===== config.mk =====
export PLATFORM = sky130hd
export DESIGN_NAME = latched_addr_router
export DESIGN_NICKNAME = d
export VERILOG_FILES = /design/src/rtl/lar_pkg.sv /design/src/rtl/lar_latch.sv /design/src/rtl/lar_sdram_map.sv /design/src/rtl/lar_flash_map.sv /design/src/rtl/latched_addr_router.sv
export SDC_FILE = /design/constraint.sdc
export NUM_CORES = 1
export LEC_CHECK = 0
export CORE_UTILIZATION = 35
export CTS_BUF_LIST = sky130_fd_sc_hd__clkbuf_4 sky130_fd_sc_hd__clkbuf_8 sky130_fd_sc_hd__clkbuf_16
export DETAILED_ROUTE_END_ITERATION = 10
export PLACE_DENSITY = 0.77
export SLEW_MARGIN = 20
export SYNTH_ARGS = -nofsm -noshare
export SYNTH_HDL_FRONTEND = slang
export SYNTH_SLANG_ARGS = --single-unit
export TNS_END_PERCENT = 20

===== constraint.sdc =====
create_clock -name clk -period 1.14 [get_ports clk]
set_input_delay 0.228 -clock clk [delete_from_list [all_inputs] [get_ports clk]]
set_output_delay 0.228 -clock clk [all_outputs]
set_load 0.05 [all_outputs]

===== src/rtl/lar_pkg.sv =====
package lar_pkg;
    localparam int unsigned PADDR_W    = 32;
    localparam int unsigned SD_A_W     = 13;
    localparam int unsigned SD_COL_W   = 10;
    localparam int unsigned SD_PRE_IDX = 10;
    localparam int unsigned SD_ROW_LSB = 17;  // processor bit feeding row A0
    localparam int unsigned SD_COL_LSB = 29;  // processor bit feeding column A0
    localparam int unsigned BANK_W     = 2;
    localparam int unsigned FL_A_W     = 19;
    localparam int unsigned FL_BURST_W = 4;
    localparam int unsigned FL_LSB     = 30;  // processor bit feeding flash A4

    typedef enum logic {RC_COL = 1'b0, RC_ROW = 1'b1} rc_sel_e;

    typedef struct packed {
        logic [BANK_W-1:0] bank;
        logic [SD_A_W-1:0] addr;
    } sd_bus_t;

    // processor numbering: bit 0 is the MSB of the vector
    function automatic logic pbit(input logic [PADDR_W-1:0] a, input int unsigned n);
        return a[PADDR_W-1-n];
    endfunction
endpackage


===== src/rtl/lar_latch.sv =====
module lar_latch #(
    parameter int unsigned W    = 32,
    parameter bit          EDGE = 1'b1
) (
    input  logic         clk,
    input  logic         rst,
    input  logic         ale,
    input  logic [W-1:0] d,
    output logic [W-1:0] q
);
    logic [W-1:0] held;

    always_ff @(posedge clk) begin
        if (rst)      held <= '0;
        else if (ale) held <= d;
    end

    generate
        if (EDGE) begin : g_edge
            assign q = held;
        end else begin : g_transp
            assign q = ale ? d : held;
        end
    endgenerate

    p_load_r1: assert property (@(posedge clk) disable iff (rst)
        ale |=> held == $past(d));
    p_hold_r1: assert property (@(posedge clk) disable iff (rst)
        !ale |=> $stable(held));
    p_clear_r2: assert property (@(posedge clk)
        rst |=> held == '0);
endmodule


===== src/rtl/lar_sdram_map.sv =====
module lar_sdram_map
    import lar_pkg::*;
(
    input  logic                clk,
    input  logic                rst,
    input  logic [PADDR_W-1:0]  lat,
    input  rc_sel_e             rc,
    input  logic                precharge,
    input  logic [BANK_W-1:0]   bank_in,
    output sd_bus_t             sd
);
    logic unused_lat;
    assign unused_lat = ^lat;

    genvar k;
    generate
        for (k = 0; k < SD_A_W; k++) begin : g_pin
            if (k == SD_PRE_IDX) begin : g_pre
                assign sd.addr[k] = precharge;
            end else if (k < SD_COL_W) begin : g_mux
                assign sd.addr[k] = (rc == RC_ROW) ? pbit(lat, SD_ROW_LSB - k)
                                                   : pbit(lat, SD_COL_LSB - k);
            end else begin : g_bypass
                assign sd.addr[k] = pbit(lat, SD_ROW_LSB - k);
            end
        end
    endgenerate

    assign sd.bank = bank_in;

    p_bypass_r5: assert property (@(posedge clk) disable iff (rst)
        $stable(lat) |-> $stable(sd.addr[12:11]));
    p_pre_r6: assert property (@(posedge clk) disable iff (rst)
        $stable(precharge) |-> $stable(sd.addr[SD_PRE_IDX]));
    p_mux_r4: assert property (@(posedge clk) disable iff (rst)
        ($stable(lat) && $stable(rc)) |-> $stable(sd.addr[SD_COL_W-1:0]));
    p_bank_r7: assert property (@(posedge clk) disable iff (rst)
        $stable(bank_in) |-> $stable(sd.bank));
endmodule


===== src/rtl/lar_flash_map.sv =====
module lar_flash_map
    import lar_pkg::*;
(
    input  logic                  clk,
    input  logic                  rst,
    input  logic [PADDR_W-1:0]    lat,
    input  logic [FL_BURST_W-1:0] burst_in,
    output logic [FL_A_W-1:0]     fl_addr
);
    logic unused_lat;
    assign unused_lat = ^lat;

    genvar j;
    generate
        for (j = 0; j < FL_A_W; j++) begin : g_pin
            if (j < FL_BURST_W) begin : g_burst
                assign fl_addr[j] = burst_in[j];
            end else begin : g_slice
                assign fl_addr[j] = pbit(lat, FL_LSB - (j - FL_BURST_W));
            end
        end
    endgenerate

    p_burst_r9: assert property (@(posedge clk) disable iff (rst)
        $stable(burst_in) |-> $stable(fl_addr[FL_BURST_W-1:0]));
    p_slice_r8: assert property (@(posedge clk) disable iff (rst)
        $stable(lat) |-> $stable(fl_addr[FL_A_W-1:FL_BURST_W]));
endmodule


===== src/rtl/latched_addr_router.sv =====
module latched_addr_router
    import lar_pkg::*;
#(
    parameter bit LATCH_EDGE = 1'b1
) (
    input  logic                      clk,
    input  logic                      rst,
    input  logic                      ale,
    input  logic [PADDR_W-1:0]        addr_in,
    input  logic                      row_sel,
    input  logic                      precharge,
    input  logic [BANK_W-1:0]         bank_in,
    input  logic [FL_BURST_W-1:0]     burst_in,
    output logic [SD_A_W-1:0]         sd_addr,
    output logic [BANK_W-1:0]         sd_bank,
    output logic [FL_A_W-1:0]         fl_addr
);
    logic [PADDR_W-1:0] lat;
    sd_bus_t            sd;
    rc_sel_e            rc;

    assign rc = rc_sel_e'(row_sel);

    lar_latch #(.W(PADDR_W), .EDGE(LATCH_EDGE)) u_latch (
        .clk (clk),
        .rst (rst),
        .ale (ale),
        .d   (addr_in),
        .q   (lat)
    );

    lar_sdram_map u_sdram (
        .clk       (clk),
        .rst       (rst),
        .lat       (lat),
        .rc        (rc),
        .precharge (precharge),
        .bank_in   (bank_in),
        .sd        (sd)
    );

    lar_flash_map u_flash (
        .clk      (clk),
        .rst      (rst),
        .lat      (lat),
        .burst_in (burst_in),
        .fl_addr  (fl_addr)
    );

    assign sd_addr = sd.addr;
    assign sd_bank = sd.bank;
endmodule


---- Yosys cells after proc, flatten, opt, wreduce, memory -nomap -nowiden ----
Cells that the tools add are included.
W data, S select, Z words.
operators by class
  reduce and logical (&&, ||, !) cells .... 0
  $mul .................................... 0
  $lt $le $gt $ge ......................... 0
  bitwise logic cells ..................... 0
  muxes and demuxes ....................... 10
  shift operators ......................... 0
  equality and inequality tests ........... 0
  $add $sub $neg .......................... 0
  divide/modulo/power cells ............... 0
operators with widths
  operator  number
  $mux W1   10
word-level totals
  bits in registers ....................... 27
  ROM bits ................................ 0
  output and inout bits ................... 34
  memories ................................ 0
  bits in latches ......................... 0
  RAM bits ................................ 0
  bits of input ports ..................... 43

---- Logic depth before layout (Yosys ltp) ----
  depth after elaboration ................. 1
  mapped depth ............................ 4
  depth with buffers taken out ............ 2

---- Hierarchy ----
Synthesis repeated with hierarchy kept, for this count alone.
second synthesis, totals
  cell total of the unflattened synthesis .. 138
  area, all modules ....................... 1505.2 µm²
by module, submodules not included
  module         sequential area each (µm²)  instances  cells each  area an instance (µm²)
  lar_latch      640.6                       1          103         1163.6
  lar_sdram_map  0.0                         1          16          198.9
  lar_flash_map  0.0                         1          19          142.6

---- Worst setup path after synthesis ----
OpenSTA, ideal clock, no wires.
  path kind ............................... input -> output
  start ................................... input row_sel
  end ..................................... output sd_addr[0]
  path buffers ............................ 1
  stages .................................. 2
  setup slack ............................. 23 ps
  arrival time ............................ 889 ps
  data required time ...................... 912 ps
  path through ............................ buf_2 mux2_2
between the ends
  longest elaborated chain between the ends .. 1
RTL lines
  item             line                       RTL
  start, declared  latched_addr_router.sv:10  input logic row_sel,
  $mux W1          lar_sdram_map.sv:21        assign sd.addr[k] = (rc == RC_ROW) ? pbit(lat, SD_ROW_LSB - k)
  end, declared    latched_addr_router.sv:14  output logic [SD_A_W-1:0] sd_addr,
Every way passes these cells.

---- Worst setup path after layout ----
  start ................................... register u_latch.held[8], in the netlist u_latch.q[8]
  end ..................................... output sd_addr[6]
between the ends
  longest elaborated chain between the ends .. 1
RTL lines
  item                    line                 RTL
  start, declared         lar_latch.sv:11      logic [W-1:0] held;
  start signal, assigned  lar_latch.sv:14      if (rst) held <= '0;
  start signal, assigned  lar_latch.sv:15      else if (ale) held <= d;
  $mux W1                 lar_sdram_map.sv:21
Every way passes these cells.

==> metrics <==
critical path start-end classification flop to primary output; post-detail-place hpwl 2.01 mm; GRT Residual Overflow 0; starting density of the core 38.3%; endpoint of the worst hold path fl_addr[1]; TritonCTS buffer count 3; pin count of the biggest net entering global routing 26; internal reg-to-reg setup slack 0.25 ns; clock sink count 25; Port-buffer cells 55; Register-to-Register Path Depth 4; endpoint kind of the worst setup timing path primary output; Leak ~0.87 nW; drt via density 4.55; Tightest Hold Check Type input port to primary output; average instance area after synthesis about 10 um2; initial antenna violation count 0; remaining routing DRC violations 0; Skew-Pair Late Insertion Delay 0.30 ns; global-route wire length before repair 4.17 mm; highest achievable clock rate approximately 750 MHz; total of warnings raised by yosys 0; worst r2r dst u_latch.q[8]; startpoint of the lowest-slack hold path burst_in[1]; final worst hold slack approximately 0.46 ns; Final period util 117%; hold path cells 0; pre-CTS setup slack -0.492 ns; proportion of netlist area held by the largest area contributor 41.5%; clock tree from TritonCTS yes; Post-Route Utilization 61.8%; CTS clk-pin slew, worst paths between 0.1 and 0.15 ns; cell area after placement ~1800 um2; Worst Setup Start Kind flop; total power per unit cell area 1070 nW/um2; Tot GR Track Use 15.7%; flip-flop count of the largest register, all copies and words added 25; total design power ~2.1 mW; failing checks negative setup slack; number of diodes added for antenna fixing 0; non-filler cells in the finished layout 199; Wirelength per Cell 14.0 um; DRC violation total after the first TritonRoute iteration 29; clock root buffer sky130_fd_sc_hd__clkbuf_4; routability-driven placement congestion ratio roughly 0.7; unrepaired setup endpoints after global routing true; # IOs 77; Crit Path Max Fanout 2; FP Rows 20; count of unique library cells instantiated by Yosys 9; final wirelength around 2.8 mm; leading post-synthesis cells by cell area sky130_fd_sc_hd__dfxtp_1 (41%), sky130_fd_sc_hd__mux2i_1 (21%), sky130_fd_sc_hd__buf_4 (15%), sky130_fd_sc_hd__mux2_2 (9.3%), sky130_fd_sc_hd__nor2_1 (7.8%); number of hold violations in the final report 0; share of cells above drive strength 1 43.9%; maximum root-to-sink buffer count 2; layout filler cell count roughly 270; die span in x 60.7 um; Post-Syn Nets 159; fin worst setup slack -0.189 ns; Critical Path Start u_latch.q[8]; total negative slack -1.95 ns; vias after detailed routing approximately 910; setup violation total in the final timing report 13; outcome complete, but fails checks; DRT Pass-1 Iters 4; crit path cell chain mux2_4 -> buf_8; via count of the first global-routing pass 875; Floorplan Core Area 3150 um2; count of hold-fix buffers inserted at cts 0; area enclosed by the die boundary 3690 um2; number of nets in the layout about 200; Worst path slowest cell sky130_fd_sc_hd__dfxtp_4; Worst path max stage delay 0.37 ns; Crit path required time about 0.91 ns; data arrival time of the worst path 1.10 ns; Reg-to-Reg Start u_latch.q[8]; number of storage elements in the synthesis netlist 25; Final ANT Viol Nets 0; max-slew violation count 0; design area between 1500 and 2000 um2; total instance count after detailed placement 188; post-layout minimum cycle time between 1 and 1.5 ns; maximum vdd ir drop 0.377 mV; register area share after synthesis 41.5%; maximum level of the CTS H-tree 1; Synth Instances 116; area overhead of the layout relative to synthesis 61.5%; die height slightly above 60 um; number of max-cap violations 0; relative slew slack 89.1%; netlist area before placement 1210 um2; Worst-Margin Slew 0.158 ns; cell type with the highest aggregate area in the netlist sky130_fd_sc_hd__dfxtp_1; worst-case clock skew 0 ns
==> cells in the mapped netlist (all sizes together) <==
library cell / n
dfxtp: 25
mux2i: 25
mux2: 10
buf: 31
nor2: 25
==> area by class of cell <==
| class | instances | area, um2 | share of cell area, % |
|---|---|---|---|
| timing repair buffer | 66 | 876 | 44.9 |
| sequential | 25 | 527 | 27.0 |
| multi-input combinational | 60 | 464 | 23.8 |
| tap | 44 | 55.1 | 2.82 |
| clock buffer | 3 | 22.5 | 1.16 |
| clock inverter | 1 | 5.00 | 0.257 |
==> cells by family after synthesis <==
kind of cell,share of synthesized area [%]
DFF,41.5
and+or+nand+nor,7.77
muxes,30.1
buffers and inverters,20.7
==> metal layers <==
layer / up-vias / part of all wire, % / global-route usage [%]
met4: 0 / 0.75 / 5.19
met2: 39 / 53 / 29.2
met5: - / 0 / 0
li1: 435 / - / -
met1: 429 / 38 / 17.5
met3: 2 / 7.7 / 3.62
==> placed cells by master, fill, tap and decap left out, types with 3 or more instances in the layout <==
cell type	count
sky130_fd_sc_hd__buf_12	19
sky130_fd_sc_hd__nor2_1	25
sky130_fd_sc_hd__dfxtp_4	3
sky130_fd_sc_hd__dfxtp_2	12
sky130_fd_sc_hd__clkbuf_4	3
sky130_fd_sc_hd__dfxtp_1	10
sky130_fd_sc_hd__clkdlybuf4s50_1	27
sky130_fd_sc_hd__mux2_2	8
sky130_fd_sc_hd__buf_6	15
sky130_fd_sc_hd__mux2i_1	25
==> timing repair <==
item,4_1_cts,5_1_grt
gates cloned,0,0
resized for setup,35,7
endpoints found under the setup margin,11,16
setup buffers,5,2
==> critical path, delay by kind of cell (launching register included) <==
family	cells	cell delay, ns
buffers and inverters	1	0.15
flip-flops	1	0.37
multiplexers	1	0.28
==> power by group <==
group	internal, mW	switching (mW)
Clock	0.131	0.244
Combinational	0.385	0.356
Sequential	0.929	0.0469
Total	1.44	0.647
==> how the worst max path moves through the flow <==
stage / endpoint
floorplan: sd_addr[0]
finish: sd_addr[6]
CTS: sd_addr[6]
global route: sd_addr[8]
global placement: sd_addr[3]
detailed placement: sd_addr[6]
No activity file was read; power rests on OpenSTA's default activity.
